### src/rtl/mgp_pkg.sv
package mgp_pkg;

   // Control page register index, taken from byte address bits [4:2].
   typedef enum logic [2:0] {
      SEL_DIR    = 3'd0,
      SEL_SENSE  = 3'd1,
      SEL_BOTH   = 3'd2,
      SEL_POL    = 3'd3,
      SEL_EN     = 3'd4,
      SEL_RAW    = 3'd5,
      SEL_MASKED = 3'd6,
      SEL_CLEAR  = 3'd7
   } ctl_sel_e;

   // Decoded view of one bus access.
   typedef struct packed {
      logic     data_hit;
      logic     ctl_hit;
      ctl_sel_e sel;
   } acc_dec_t;

endpackage

### src/rtl/mgp_sync.sv
module mgp_sync #(
   parameter int W      = 8,
   parameter int STAGES = 2
) (
   input  logic         clk,
   input  logic         rst_n,
   input  logic [W-1:0] d,
   output logic [W-1:0] q
);

   generate
      if (STAGES < 2) begin : g_bad_stages
         $error("mgp_sync: STAGES must be at least 2");
      end
      if (W < 1) begin : g_bad_width
         $error("mgp_sync: W must be positive");
      end
   endgenerate

   logic [W-1:0] chain [STAGES];

   always_ff @(posedge clk or negedge rst_n) begin
      if (!rst_n) begin
         for (int i = 0; i < STAGES; i++) chain[i] <= '0;
      end else begin
         chain[0] <= d;
         for (int i = 1; i < STAGES; i++) chain[i] <= chain[i-1];
      end
   end

   assign q = chain[STAGES-1];

endmodule

### src/rtl/mgp_regs.sv
module mgp_regs
   import mgp_pkg::*;
#(
   parameter int NPINS = 8
) (
   input  logic             clk,
   input  logic             rst_n,
   input  logic             ctl_wr,
   input  ctl_sel_e         sel,
   input  logic             data_wr,
   input  logic [NPINS-1:0] pin_mask,
   input  logic [NPINS-1:0] wdata,
   output logic [NPINS-1:0] dir_q,
   output logic [NPINS-1:0] sense_q,
   output logic [NPINS-1:0] both_q,
   output logic [NPINS-1:0] pol_q,
   output logic [NPINS-1:0] en_q,
   output logic [NPINS-1:0] out_q
);

   // Latch bits that a data write may touch: addressed and currently output.
   logic [NPINS-1:0] upd;
   assign upd = pin_mask & dir_q & {NPINS{data_wr}};

   always_ff @(posedge clk or negedge rst_n) begin
      if (!rst_n) begin
         dir_q   <= '0;
         sense_q <= '0;
         both_q  <= '0;
         pol_q   <= '0;
         en_q    <= '0;
      end else if (ctl_wr) begin
         case (sel)
            SEL_DIR:   dir_q   <= wdata;
            SEL_SENSE: sense_q <= wdata;
            SEL_BOTH:  both_q  <= wdata;
            SEL_POL:   pol_q   <= wdata;
            SEL_EN:    en_q    <= wdata;
            default:   ;
         endcase
      end
   end

   always_ff @(posedge clk or negedge rst_n) begin
      if (!rst_n) out_q <= '0;
      else        out_q <= (out_q & ~upd) | (wdata & upd);
   end

endmodule

### src/rtl/mgp_irq.sv
module mgp_irq #(
   parameter int NPINS = 8
) (
   input  logic             clk,
   input  logic             rst_n,
   input  logic [NPINS-1:0] sync_in,
   input  logic [NPINS-1:0] sense,
   input  logic [NPINS-1:0] both,
   input  logic [NPINS-1:0] pol,
   input  logic [NPINS-1:0] clr,
   output logic [NPINS-1:0] raw
);

   logic [NPINS-1:0] prev_q;

   always_ff @(posedge clk or negedge rst_n) begin
      if (!rst_n) prev_q <= '0;
      else        prev_q <= sync_in;
   end

   generate
      for (genvar n = 0; n < NPINS; n++) begin : g_pin
         logic ev;
         logic lat_q;

         always_comb begin
            if (both[n])     ev = sync_in[n] ^ prev_q[n];
            else if (pol[n]) ev = sync_in[n] & ~prev_q[n];
            else             ev = ~sync_in[n] & prev_q[n];
         end

         // A fresh event outranks a clear in the same cycle.
         always_ff @(posedge clk or negedge rst_n) begin
            if (!rst_n)        lat_q <= 1'b0;
            else if (sense[n]) lat_q <= 1'b0;
            else               lat_q <= ev | (lat_q & ~clr[n]);
         end

         assign raw[n] = sense[n] ? (sync_in[n] ~^ pol[n]) : lat_q;
      end
   endgenerate

endmodule

### src/rtl/mgpio.sv
module mgpio
   import mgp_pkg::*;
#(
   parameter int NPINS       = 8,
   parameter int BUS_W       = 8,
   parameter int ADDR_W      = 12,
   parameter int SYNC_STAGES = 2
) (
   input  logic              clk,
   input  logic              rst_n,
   input  logic              bus_en,
   input  logic              bus_we,
   input  logic [ADDR_W-1:2] bus_addr,
   input  logic [BUS_W-1:0]  bus_wdata,
   output logic [BUS_W-1:0]  bus_rdata,
   input  logic [NPINS-1:0]  pin_in,
   output logic [NPINS-1:0]  pin_out,
   output logic [NPINS-1:0]  pin_oe,
   output logic              irq_out
);

   localparam int MASK_HI = NPINS + 1;
   localparam int PAGE_LO = NPINS + 2;
   localparam int PAGE_W  = ADDR_W - PAGE_LO;
   localparam logic [PAGE_W-1:0] DATA_PAGE = '0;
   localparam logic [PAGE_W-1:0] CTL_PAGE  = PAGE_W'(1);

   generate
      if (NPINS < 4 || NPINS > BUS_W) begin : g_bad_npins
         $error("mgpio: NPINS must lie between 4 and BUS_W");
      end
      if (ADDR_W < NPINS + 3) begin : g_bad_addr
         $error("mgpio: ADDR_W too small for data window and control page");
      end
   endgenerate

   // ---------------- decode ----------------
   acc_dec_t         dec;
   logic [NPINS-1:0] pin_mask;
   logic [NPINS-1:0] wdata_p;
   logic             wr;

   assign pin_mask = bus_addr[MASK_HI:2];
   assign wdata_p  = bus_wdata[NPINS-1:0];
   assign wr       = bus_en && bus_we;

   always_comb begin
      dec.data_hit = bus_en && (bus_addr[ADDR_W-1:PAGE_LO] == DATA_PAGE);
      dec.ctl_hit  = bus_en && (bus_addr[ADDR_W-1:PAGE_LO] == CTL_PAGE)
                     && (bus_addr[MASK_HI:5] == '0);
      dec.sel      = ctl_sel_e'(bus_addr[4:2]);
   end

   // ---------------- state ----------------
   logic [NPINS-1:0] dir_q, sense_q, both_q, pol_q, en_q, out_q;
   logic [NPINS-1:0] sync_q, raw_st, msk_st, clr_bits;

   mgp_sync #(.W(NPINS), .STAGES(SYNC_STAGES)) u_sync (
      .clk   (clk),
      .rst_n (rst_n),
      .d     (pin_in),
      .q     (sync_q)
   );

   mgp_regs #(.NPINS(NPINS)) u_regs (
      .clk      (clk),
      .rst_n    (rst_n),
      .ctl_wr   (wr && dec.ctl_hit),
      .sel      (dec.sel),
      .data_wr  (wr && dec.data_hit),
      .pin_mask (pin_mask),
      .wdata    (wdata_p),
      .dir_q    (dir_q),
      .sense_q  (sense_q),
      .both_q   (both_q),
      .pol_q    (pol_q),
      .en_q     (en_q),
      .out_q    (out_q)
   );

   assign clr_bits = (wr && dec.ctl_hit && dec.sel == SEL_CLEAR) ? wdata_p : '0;

   mgp_irq #(.NPINS(NPINS)) u_irq (
      .clk     (clk),
      .rst_n   (rst_n),
      .sync_in (sync_q),
      .sense   (sense_q),
      .both    (both_q),
      .pol     (pol_q),
      .clr     (clr_bits),
      .raw     (raw_st)
   );

   assign msk_st  = raw_st & en_q;
   assign irq_out = |msk_st;
   assign pin_out = out_q;
   assign pin_oe  = dir_q;

   // ---------------- read path ----------------
   logic [NPINS-1:0] rd_p;

   always_comb begin
      rd_p = '0;
      if (bus_en && !bus_we) begin
         if (dec.data_hit) begin
            rd_p = pin_mask & ((dir_q & out_q) | (~dir_q & sync_q));
         end else if (dec.ctl_hit) begin
            case (dec.sel)
               SEL_DIR:    rd_p = dir_q;
               SEL_SENSE:  rd_p = sense_q;
               SEL_BOTH:   rd_p = both_q;
               SEL_POL:    rd_p = pol_q;
               SEL_EN:     rd_p = en_q;
               SEL_RAW:    rd_p = raw_st;
               SEL_MASKED: rd_p = msk_st;
               default:    rd_p = '0;
            endcase
         end
      end
   end

   generate
      if (BUS_W > NPINS) begin : g_pad
         assign bus_rdata = {{(BUS_W-NPINS){1'b0}}, rd_p};
      end else begin : g_nopad
         assign bus_rdata = rd_p;
      end
   endgenerate

endmodule

### config.mk
export PLATFORM = sky130hd
export DESIGN_NAME = mgpio
export DESIGN_NICKNAME = d
export VERILOG_FILES = /design/src/rtl/mgp_pkg.sv /design/src/rtl/mgp_sync.sv /design/src/rtl/mgp_regs.sv /design/src/rtl/mgp_irq.sv /design/src/rtl/mgpio.sv
export SDC_FILE = /design/constraint.sdc
export NUM_CORES = 1
export LEC_CHECK = 0
export BUFFER_PORTS_ARGS = -buffer_cell sky130_fd_sc_hd__buf_2
export CORE_AREA = 3 3 106 108
export CTS_BUF_LIST = sky130_fd_sc_hd__clkbuf_8
export CTS_CLUSTER_SIZE = 24
export DETAILED_ROUTE_END_ITERATION = 12
export DIE_AREA = 0 0 109 111
export PLACE_DENSITY = 0.65
export SLEW_MARGIN = 20
export SYNTH_ARGS = -nofsm -noshare
export SYNTH_HDL_FRONTEND = slang
export SYNTH_SLANG_ARGS = --single-unit
### constraint.sdc
create_clock -name clk -period 3.4 [get_ports clk]
set_clock_uncertainty 0.2 [all_clocks]
set_input_delay 0.17 -clock clk [delete_from_list [all_inputs] [get_ports clk]]
set_output_delay 0.17 -clock clk [all_outputs]
set_load 0.005 [all_outputs]
# Yosys cells after proc, flatten, opt, wreduce, memory -nomap -nowiden

Cells that the tools add are included.

Eq/ne operators: 8
Muxes and demuxes: 37
Bitwise logic cells: 84
Reduce and logical (&&, ||, !) cells: 18

Operators by type and width:

| kind                                                 | count |
|---|---|
| bitwise AND 8 bit                                    | 8 |
| case mux 8 bit (7 select lines)                      | 1 |
| 2-to-1 mux 1 bit                                     | 32 |
| 2-to-1 mux 8 bit                                     | 4 |
| bitwise AND 1 bit                                    | 24 |
| NOT 1 bit                                            | 24 |
| NOT 8 bit                                            | 2 |
| bitwise OR 8 bit                                     | 2 |
| equality test 3 bit (second input constant)          | 4 |
| AND reduction 2 bit                                  | 5 |
| logical AND 1 bit                                    | 8 |
| bitwise OR 1 bit                                     | 8 |
| OR reduction 8 bit                                   | 1 |
| bitwise XNOR 1 bit                                   | 8 |
| bitwise XOR 1 bit                                    | 8 |
| equality test 3 x 2 -> 1 bit (second input constant) | 2 |
| logical NOT 5 bit                                    | 1 |
| equality test 3 x 1 -> 1 bit (second input constant) | 1 |
| logical NOT 3 bit                                    | 1 |
| equality test 2 x 1 -> 1 bit (second input constant) | 1 |
| logical NOT 2 bit                                    | 1 |
| logical NOT 1 bit                                    | 1 |

Flip-flop bits (word level): 80
Word-level logic and storage cells: 164

# Depth between registers and ports, before layout

Gate-level depths: netlist (run 1).

Depth after elaboration: 10
Gate-level depth with buffers: 7
Depth with buffers taken out: 7

# Modules after synthesis

A second synthesis (run 1) with hierarchy kept.

Cells, all modules: 355
Area total of the unflattened synthesis: 4,327.9 um^2

Modules (own cells, without submodules):

| module   | instances | cells an instance | area an instance (um^2) | seq. area each (um^2) |
|---|---|---|---|---|
| mgp_regs | 1         | 113               | 1,865.5                 | 1,201.2 |
| mgp_irq  | 1         | 104               | 1,131.1                 | 400.4 |
| mgpio    | 1         | 114               | 870.8                   | 0.0 |
| mgp_sync | 1         | 24                | 460.4                   | 400.4 |

# Worst setup path after synthesis (run 1)

No wires, ideal clock.

Kind: input-to-reg
Start point: input port bus_addr[5] (netlist bit)
End point: register u_regs.pol_q[0]
Setup time: 0.125 ns
Arrival: 1.682 ns
Data required time: 3.075 ns
Setup slack: 1.393 ns
Stages on the path: 5
Cell sequence: or4_4 > nor2_4 > nand3_4 > nor3b_4 > mux2_2

Longest elaborated chain between the ends: 4

Ends and longest elaborated chain:

| item                          | RTL line       | source |
|---|---|---|
| from (decl)                   | mgpio.sv:13    | `input logic [ADDR_W-1:2] bus_addr,` |
| logical NOT 5 bit             | mgpio.sv:50    | `&& (bus_addr[MASK_HI:5] == '0);` |
| logical AND 1 bit             | mgpio.sv:50    |  |
| logical AND 1 bit             | mgpio.sv:68    | `.ctl_wr (wr && dec.ctl_hit),` |
| AND reduction 2 bit (no line) | -              |  |
| to (signal assigned)          | mgp_regs.sv:37 | `SEL_POL: pol_q <= wdata;` |
| to (decl)                     | mgp_regs.sv:16 | `output logic [NPINS-1:0] pol_q,` |

No other way between the ends.
A chain may end at the register's enable or synchronous reset.

# Final worst setup path (run 1)

Start point: input port bus_addr[5] (netlist bit)
End point: output port bus_rdata[2]

Longest elaborated chain between the ends: 5

Ends and longest elaborated chain:

| item              | RTL line     | source |
|---|---|---|
| logical NOT 5 bit | mgpio.sv:50  |  |
| logical AND 1 bit | mgpio.sv:50  |  |
| 2-to-1 mux 8 bit  | mgpio.sv:107 | `end else if (dec.ctl_hit) begin` |
| 2-to-1 mux 8 bit  | mgpio.sv:105 | `if (dec.data_hit) begin` |
| 2-to-1 mux 8 bit  | mgpio.sv:104 | `if (bus_en && !bus_we) begin` |
| to (decl)         | mgpio.sv:15  | `output logic [BUS_W-1:0] bus_rdata,` |

No other way between the ends.

==> results.md, run 1 <==
- Max-slew violation count: 0
- Syn Inst Count: 364
- Later-pin clock latency in the skew report: 0.37 ns
- Antenna-violating nets left: 0
- Synth top area cells: dfrtp_1 (48%), mux2_2 (14%), ha_1 (4.8%)
- Core area: slightly above 0.01 mm2
- IO buf count: 54
- CP Launch Type: input pin
- Nets: 488
- Final core area utilization: 48.50%
- Max-cap violation count: 0
- Initial DRC count: 202
- FILL cells: between 900 and 1,000
- Yosys warnings: 0
- Post-synthesis register bit count: 80
- Worst rel slew slack: 50.55%
- Worst Hold Depth: 0
- Ys async rst share: 100.0%
- DR vias/cell: 5.393
- Outcome: finished clean
- GRT Overall Usage: 17.01%
- WS Path Type: input pin to output port
- DPL Wire Length: 6.624 mm
- Layout cell share with drive strength beyond 1: 29.98%
- Clock Root Buffer: clkbuf_8
- Pleak: 2.400 nW
- Clk sinks: 80
- Cts repair resizes: 0
- Most common cell after layout, fill and taps aside: dfrtp_1
- Drt first pass iters: 4
- Seq/Total Area, Yosys: 48.35%
- Hold Buf Count CTS: 22
- Total grt overflow: 0
- RD Place Congestion: about 0.8
- Worst-margin pin slew: ~0.74 ns
- Delay-heaviest family, CP: simple AND/OR/NAND/NOR gates
- Synth Cell Area: around 0.0041 mm2
- Worst-path cell chain: dlygate4sd3_1 > buf_2 > or4_4 > nor2_4 > nand3_1 > o21ai_0 > buf_2
- Yosys cell types: 42
- DR DRC count: 0
- Synthesized Nets: 410
- RSZ-0062 raised after global routing: false
- Largest net degree at the start of global routing: 81
- CTS tree: yes
- Power Density: approximately 390 mW/mm2
- Hold Path Class: flip-flop to flip-flop
- Number of buffers created by CTS: 9
- Initial Util: 40.10%
- # IOs: 55
- Number of synthesized flops with an enable pin: 0
- Max FO, Critical Path: 7
- Critical path required time: 3.03 ns
- Clock-pin slew on the worst setup and hold paths: 0.09 ns
- Die area: ~0.012 mm2
- Slowest cell on the critical path: or4_4
- Setup bufs post-CTS: 0
- Dominant synthesized flop cell: dfrtp_1
- DP Worst Slack: 0.9768 ns
- Clock Path Buffers: 2
- Cell taking the most area after synthesis: dfrtp_1
- F_max: roughly 360 MHz
- Syn Area/Cell: 11.37 um2
- Global-route wire length before repair: 15.95 mm
- Tmin final: 2.801 ns
- Vias in the first global route: just over 3,000
- Vias: about 3,100
- R2R depth: 7
- Setup_tns: 0 ns
- Final period util: 82.37%
- Routed length per placed instance: between 15 and 20 um
- Die height: around 110 um
- Synth top area share: 48.35%
- Total wire length: 9.789 mm
- Setup violations, final: 0
- Critical path depth: 7
- Site Rows: 37
- Area Overhead vs Synth: 20.94%
- Kind of end point of the critical path: output port
- Largest stage delay on the critical path: 0.56 ns
- # diodes: 0
- Initial antenna violation count: 0
- CTS H-tree depth: 3
- Cell total after placement: 545
- Final hold violation count: 0
- Final Non-Filler Cells: roughly 580
- Die width: ~110 um
- Crit path top cell by count: buf_2
- Critical path buffer and inverter count: 3
- Final worst slack: between 0.5 and 0.6 ns
- Worst EP arrival: 2.43 ns
- Final hold slack: 0.1528 ns
- Peak VDD IR: about 0.24 mV
- Commonest non-fill, non-tap cells in the layout: dfrtp_1 (80), buf_2 (53), mux2_2 (52), dlygate4sd3_1 (22)
==> Yosys cell counts, types with 9 or more instances <==
master / n
dfrtp_1: 80
mux2_2: 52
a21oi_1: 19
o21ai_0: 19
nand2_1: 18
nand3_1: 17
ha_1: 16
inv_1: 16
nor2_1: 15
a211oi_1: 14
nor2b_1: 14
mux2i_1: 9
==> final timing paths <==
check                                            from                        endpoint  slack [ns]
hold / removal             u_sync.chain[12]$_DFF_PN0_           u_sync.q[4]$_DFF_PN0_        0.15
max in group asynchronous                       rst_n   u_regs.sense_q[6]$_DFFE_PN0P_        2.27
min in group asynchronous                       rst_n       u_irq.prev_q[4]$_DFF_PN0_        0.19
hold reg to reg            u_sync.chain[12]$_DFF_PN0_           u_sync.q[4]$_DFF_PN0_        0.15
setup reg to reg                u_sync.q[3]$_DFF_PN0_  u_irq.g_pin[3].lat_q$_DFF_PN0_        1.82
setup / recovery                          bus_addr[5]                    bus_rdata[2]        0.60
==> registers in the layout, summed over array words and instances (netlist names), named ones only <==
register / flops
u_regs.sense_q: 8
u_irq.prev_q: 8
u_sync.q: 8
u_irq.g_pin.lat_q: 8
u_regs.dir_q: 8
u_regs.pol_q: 8
u_sync.chain: 8
u_regs.en_q: 8
u_regs.both_q: 8
==> power by group <==
| part | total, mW | switching, mW | internal [mW] |
|---|---|---|---|
| registers | 0.987 | 0.0161 | 0.971 |
| clock network | 0.802 | 0.366 | 0.436 |
| logic | 0.165 | 0.0930 | 0.0725 |
==> per-stage QoR <==
step	instance area (um2)	power (mW)
after floorplan	4140	1.080
after global placement	4556	1.148
after detailed placement	4556	1.154
after CTS	5004	1.980
after global routing	5007	2.033
final	5007	1.954
==> per-layer routing <==
| metal | vias up | global-route usage [%] | wire length (um) |
|---|---|---|---|
| met5 | - | 0 | 0 |
| li1 | 1475 | - | - |
| met4 | 0 | 5.387 | 84 |
| met3 | 7 | 3.902 | 611 |
| met1 | 1584 | 24.54 | 4482 |
| met2 | 78 | 25.14 | 4610 |
==> cells by family after synthesis <==
kind of cell             share of synthesized area (%)
AND/OR/NAND/NOR                                  12.96
AO/OA/AOI/OAI                                    12.36
flip-flops                                       48.35
multiplexers                                     17.14
buffers and inverters                            2.659
adder cells (fa/ha/maj)                          4.835
XOR/XNOR                                         1.692
==> layout make-up <==
type	count	area (um2)	share of cell area (%)
well taps	136	170.2	3.398
repair buffers	79	519.2	10.37
inverters	16	60.06	1.199
flip-flops and latches	80	2002	39.98
multi-input cells	256	2028	40.50
clock buffers	10	137.6	2.749
clock inverters	6	90.09	1.799
==> worst register-to-register path, cell delays in order, from the launching register on <==
cell and delay (ns):
dfrtp_1 0.42, inv_1 0.08, ha_1 0.19, nor2b_1 0.12, a211oi_1 0.21, a21oi_1 0.07, a21oi_1 0.13, nor2_1 0.06
Power figures use the tool's default switching activity.
==> inputs of run 2 (changes only) <==
--- a/config.mk
+++ b/config.mk
@@ -11,7 +11,7 @@
 export CTS_CLUSTER_SIZE = 24
 export DETAILED_ROUTE_END_ITERATION = 12
 export DIE_AREA = 0 0 109 111
-export PLACE_DENSITY = 0.65
+export PLACE_DENSITY = 0.67
 export SLEW_MARGIN = 20
 export SYNTH_ARGS = -nofsm -noshare
 export SYNTH_HDL_FRONTEND = slang
==> constraint.sdc (replaced) <==
create_clock -name clk -period 2.29 [get_ports clk]
set_clock_uncertainty 0.2 [all_clocks]
set_input_delay 0.1145 -clock clk [delete_from_list [all_inputs] [get_ports clk]]
set_output_delay 0.1145 -clock clk [all_outputs]
set_load 0.005 [all_outputs]
==> results.md, run 2 (synthesis results as in run 1) <==
- WS Path Type: flip-flop to output port (was input pin to output port)
- RSZ-0062 raised after global routing: false (unchanged)
- # diodes: 0 (unchanged)
- Vias: 3,144 (unchanged)
- Setup_tns: 0 ns (unchanged)
- Final core area utilization: 49.12% (was 48.50%)
- RD Place Congestion: 0.8156 (was 0.8205)
- DPL Wire Length: 6.962 mm (was 6.624 mm)
- Total wire length: 9.885 mm (was 9.789 mm)
- F_max: 459.5 MHz
- DP Worst Slack: 0.05304 ns (was 0.9768 ns)
- Antenna-violating nets left: 0 (unchanged)
- Pleak: 2.449 nW (was 2.400 nW)
- Commonest non-fill, non-tap cells in the layout: dfrtp_1 (80), buf_2 (53), mux2_2 (52), dlygate4sd3_1 (22) (unchanged)
- Setup violations, final: 0 (unchanged)
- Critical path required time: 1.98 ns (was 3.03 ns)
- Hold Path Class: input pin to flip-flop (was flip-flop to flip-flop)
- Max-slew violation count: 0 (unchanged)
- Kind of end point of the critical path: output port (unchanged)
- Clk sinks: 80 (unchanged)
- Worst rel slew slack: 63.97% (was 50.55%)
- Slowest cell on the critical path: dfrtp_1 (was or4_4)
- Initial Util: 40.10% (unchanged)
- Clock Root Buffer: clkbuf_8 (unchanged)
- Initial antenna violation count: 0 (unchanged)
- Drt first pass iters: 4 (unchanged)
- DR DRC count: 0 (unchanged)
- Max-cap violation count: 0 (unchanged)
- Global-route wire length before repair: 16.31 mm (was 15.95 mm)
- Total power: 2.701 mW (was 1.954 mW)
- Clock Path Buffers: 2 (unchanged)
- Final period util: roughly 95%
- Core area: 0.01032 mm2 (unchanged)
- CTS tree: yes (unchanged)
- Power Density: 532.7 mW/mm2 (was 390.3 mW/mm2)
- Die width: 109 um (unchanged)
- Tmin final: between 2 and 2.5 ns
- Total grt overflow: 0 (unchanged)
- Worst-path cell chain: xnor2_1 > mux2i_1 > nor3b_1 > o311ai_1 > a21oi_1 > buf_2 (was dlygate4sd3_1 > buf_2 > or4_4 > nor2_4 > nand3_1 > o21ai_0 > buf_2)
- Final Non-Filler Cells: 593 (was 583)
- Max FO, Critical Path: 5 (was 7)
- Later-pin clock latency in the skew report: 0.36 ns (was 0.37 ns)
- Area Overhead vs Synth: 22.48% (was 20.94%)
- Largest net degree at the start of global routing: 43 (was 81)
- R2R depth: 3 (was 7)
- Critical path depth: 6 (was 7)
- DR vias/cell: 5.302 (was 5.393)
- Nets: 500 (was 488)
- Final worst slack: 0.1139 ns (was 0.5994 ns)
- Delay-heaviest family, CP: compound AO/OA/AOI/OAI gates (was simple AND/OR/NAND/NOR gates)
- Cell total after placement: 557 (was 545)
- Critical path buffer and inverter count: 1 (was 3)
- Outcome: finished clean (unchanged)
- Dpl cell area: 0.004671 mm2 (was 0.004556 mm2)
- Worst-margin pin slew: 0.5405 ns (was 0.7417 ns)
- Die height: 111 um (unchanged)
- Routed length per placed instance: 16.67 um (was 16.79 um)
- Initial DRC count: 193 (was 202)
- # IOs: 55 (unchanged)
- Worst EP arrival: 1.86 ns (was 2.43 ns)
- Vias in the first global route: 3,189 (was 3,042)
- Largest stage delay on the critical path: 0.44 ns (was 0.56 ns)
- Final hold slack: 0.06485 ns (was 0.1528 ns)
- GRT Overall Usage: 17.36% (was 17.01%)
- Number of buffers created by CTS: 9 (unchanged)
- CP Launch Type: flip-flop (was input pin)
- Peak VDD IR: 0.3688 mV (was 0.2373 mV)
- Final hold violation count: 0 (unchanged)
- Most common cell after layout, fill and taps aside: dfrtp_1 (unchanged)
- Worst Hold Depth: 3 (was 0)
- Final instance area: 0.005071 mm2 (was 0.005007 mm2)
- Layout cell share with drive strength beyond 1: 31.51% (was 29.98%)
- Site Rows: 37 (unchanged)
- FILL cells: 931 (was 923)
- Clock-pin slew on the worst setup and hold paths: 0.07 ns (was 0.09 ns)
- CTS H-tree depth: 3 (unchanged)
- IO buf count: 54 (unchanged)
- Die area: 0.01210 mm2 (unchanged)
-- run 2: cell types whose count changed in the layout (fill, tap and decap cells not counted) --
cell,change
a211oi_1,-1
a211oi_2,+1
buf_12,+2
buf_4,+11
buf_6,-1
bufinv_16,-1
clkbuf_8,-1
clkinv_2,+1
clkinv_4,-1
inv_1,+1
inv_6,-1
o311ai_0,-1
o311ai_1,+1
-- run 2: final cells by class --
class                           count  area [um2]  share of cell area [%]
Clock buffer                        9       123.9                   2.443
Tap cell                          136       170.2                   3.356
Multi-Input combinational cell    256        2033                   40.09
Clock inverter                      5       51.30                   1.012
Timing Repair Buffer               91       630.6                   12.44
Inverter                           16       60.06                   1.184
Sequential cell                    80        2002                   39.48
-- run 2: repair_timing --
action                     4_1_cts  5_1_grt
hold endpoints to repair       144        0
setup buffers                    0        0
hold buffers                    22        0
resized for setup                0        2
setup endpoints to repair        0        2
-- run 2: worst paths after layout --
path                                              from                     endpoint  slack, ns
setup / recovery           u_regs.pol_q[6]$_DFFE_PN0P_                 bus_rdata[6]       0.11
hold / removal                             bus_addr[4]                    flip-flop       0.06
setup reg to reg           u_regs.dir_q[3]$_DFFE_PN0P_                    flip-flop       0.54
hold reg to reg              u_sync.chain[8]$_DFF_PN0_        u_sync.q[0]$_DFF_PN0_       0.15
max in group asynchronous                        rst_n  u_regs.dir_q[7]$_DFFE_PN0P_       1.21
min in group asynchronous                        rst_n    u_irq.prev_q[4]$_DFF_PN0_       0.07
-- run 2: power breakdown --
group	total, mW	switching (mW)	internal [mW]
combinational	0.262	0.144	0.118
sequential	1.47	0.0240	1.44
clock	0.973	0.490	0.484
-- run 2: layer usage --
| metal | global-route usage [%] | part of all wire [%] | vias to the layer above |
|---|---|---|---|
| met2 | 27.27 | 48 | 88 |
| met3 | 4.718 | 6.0 | 11 |
| met5 | 0 | 0 | - |
| met4 | 5.556 | 1.5 | 0 |
| li1 | - | - | 1489 |
| met1 | 23.08 | 44 | 1556 |
-- run 2: worst reg2reg max path, stage by stage, from the launching register on --
cell and delay, ns:
dfrtp_1 0.43, nand3_1 0.11, mux2_2 0.34, dlygate4sd3_1 0.56
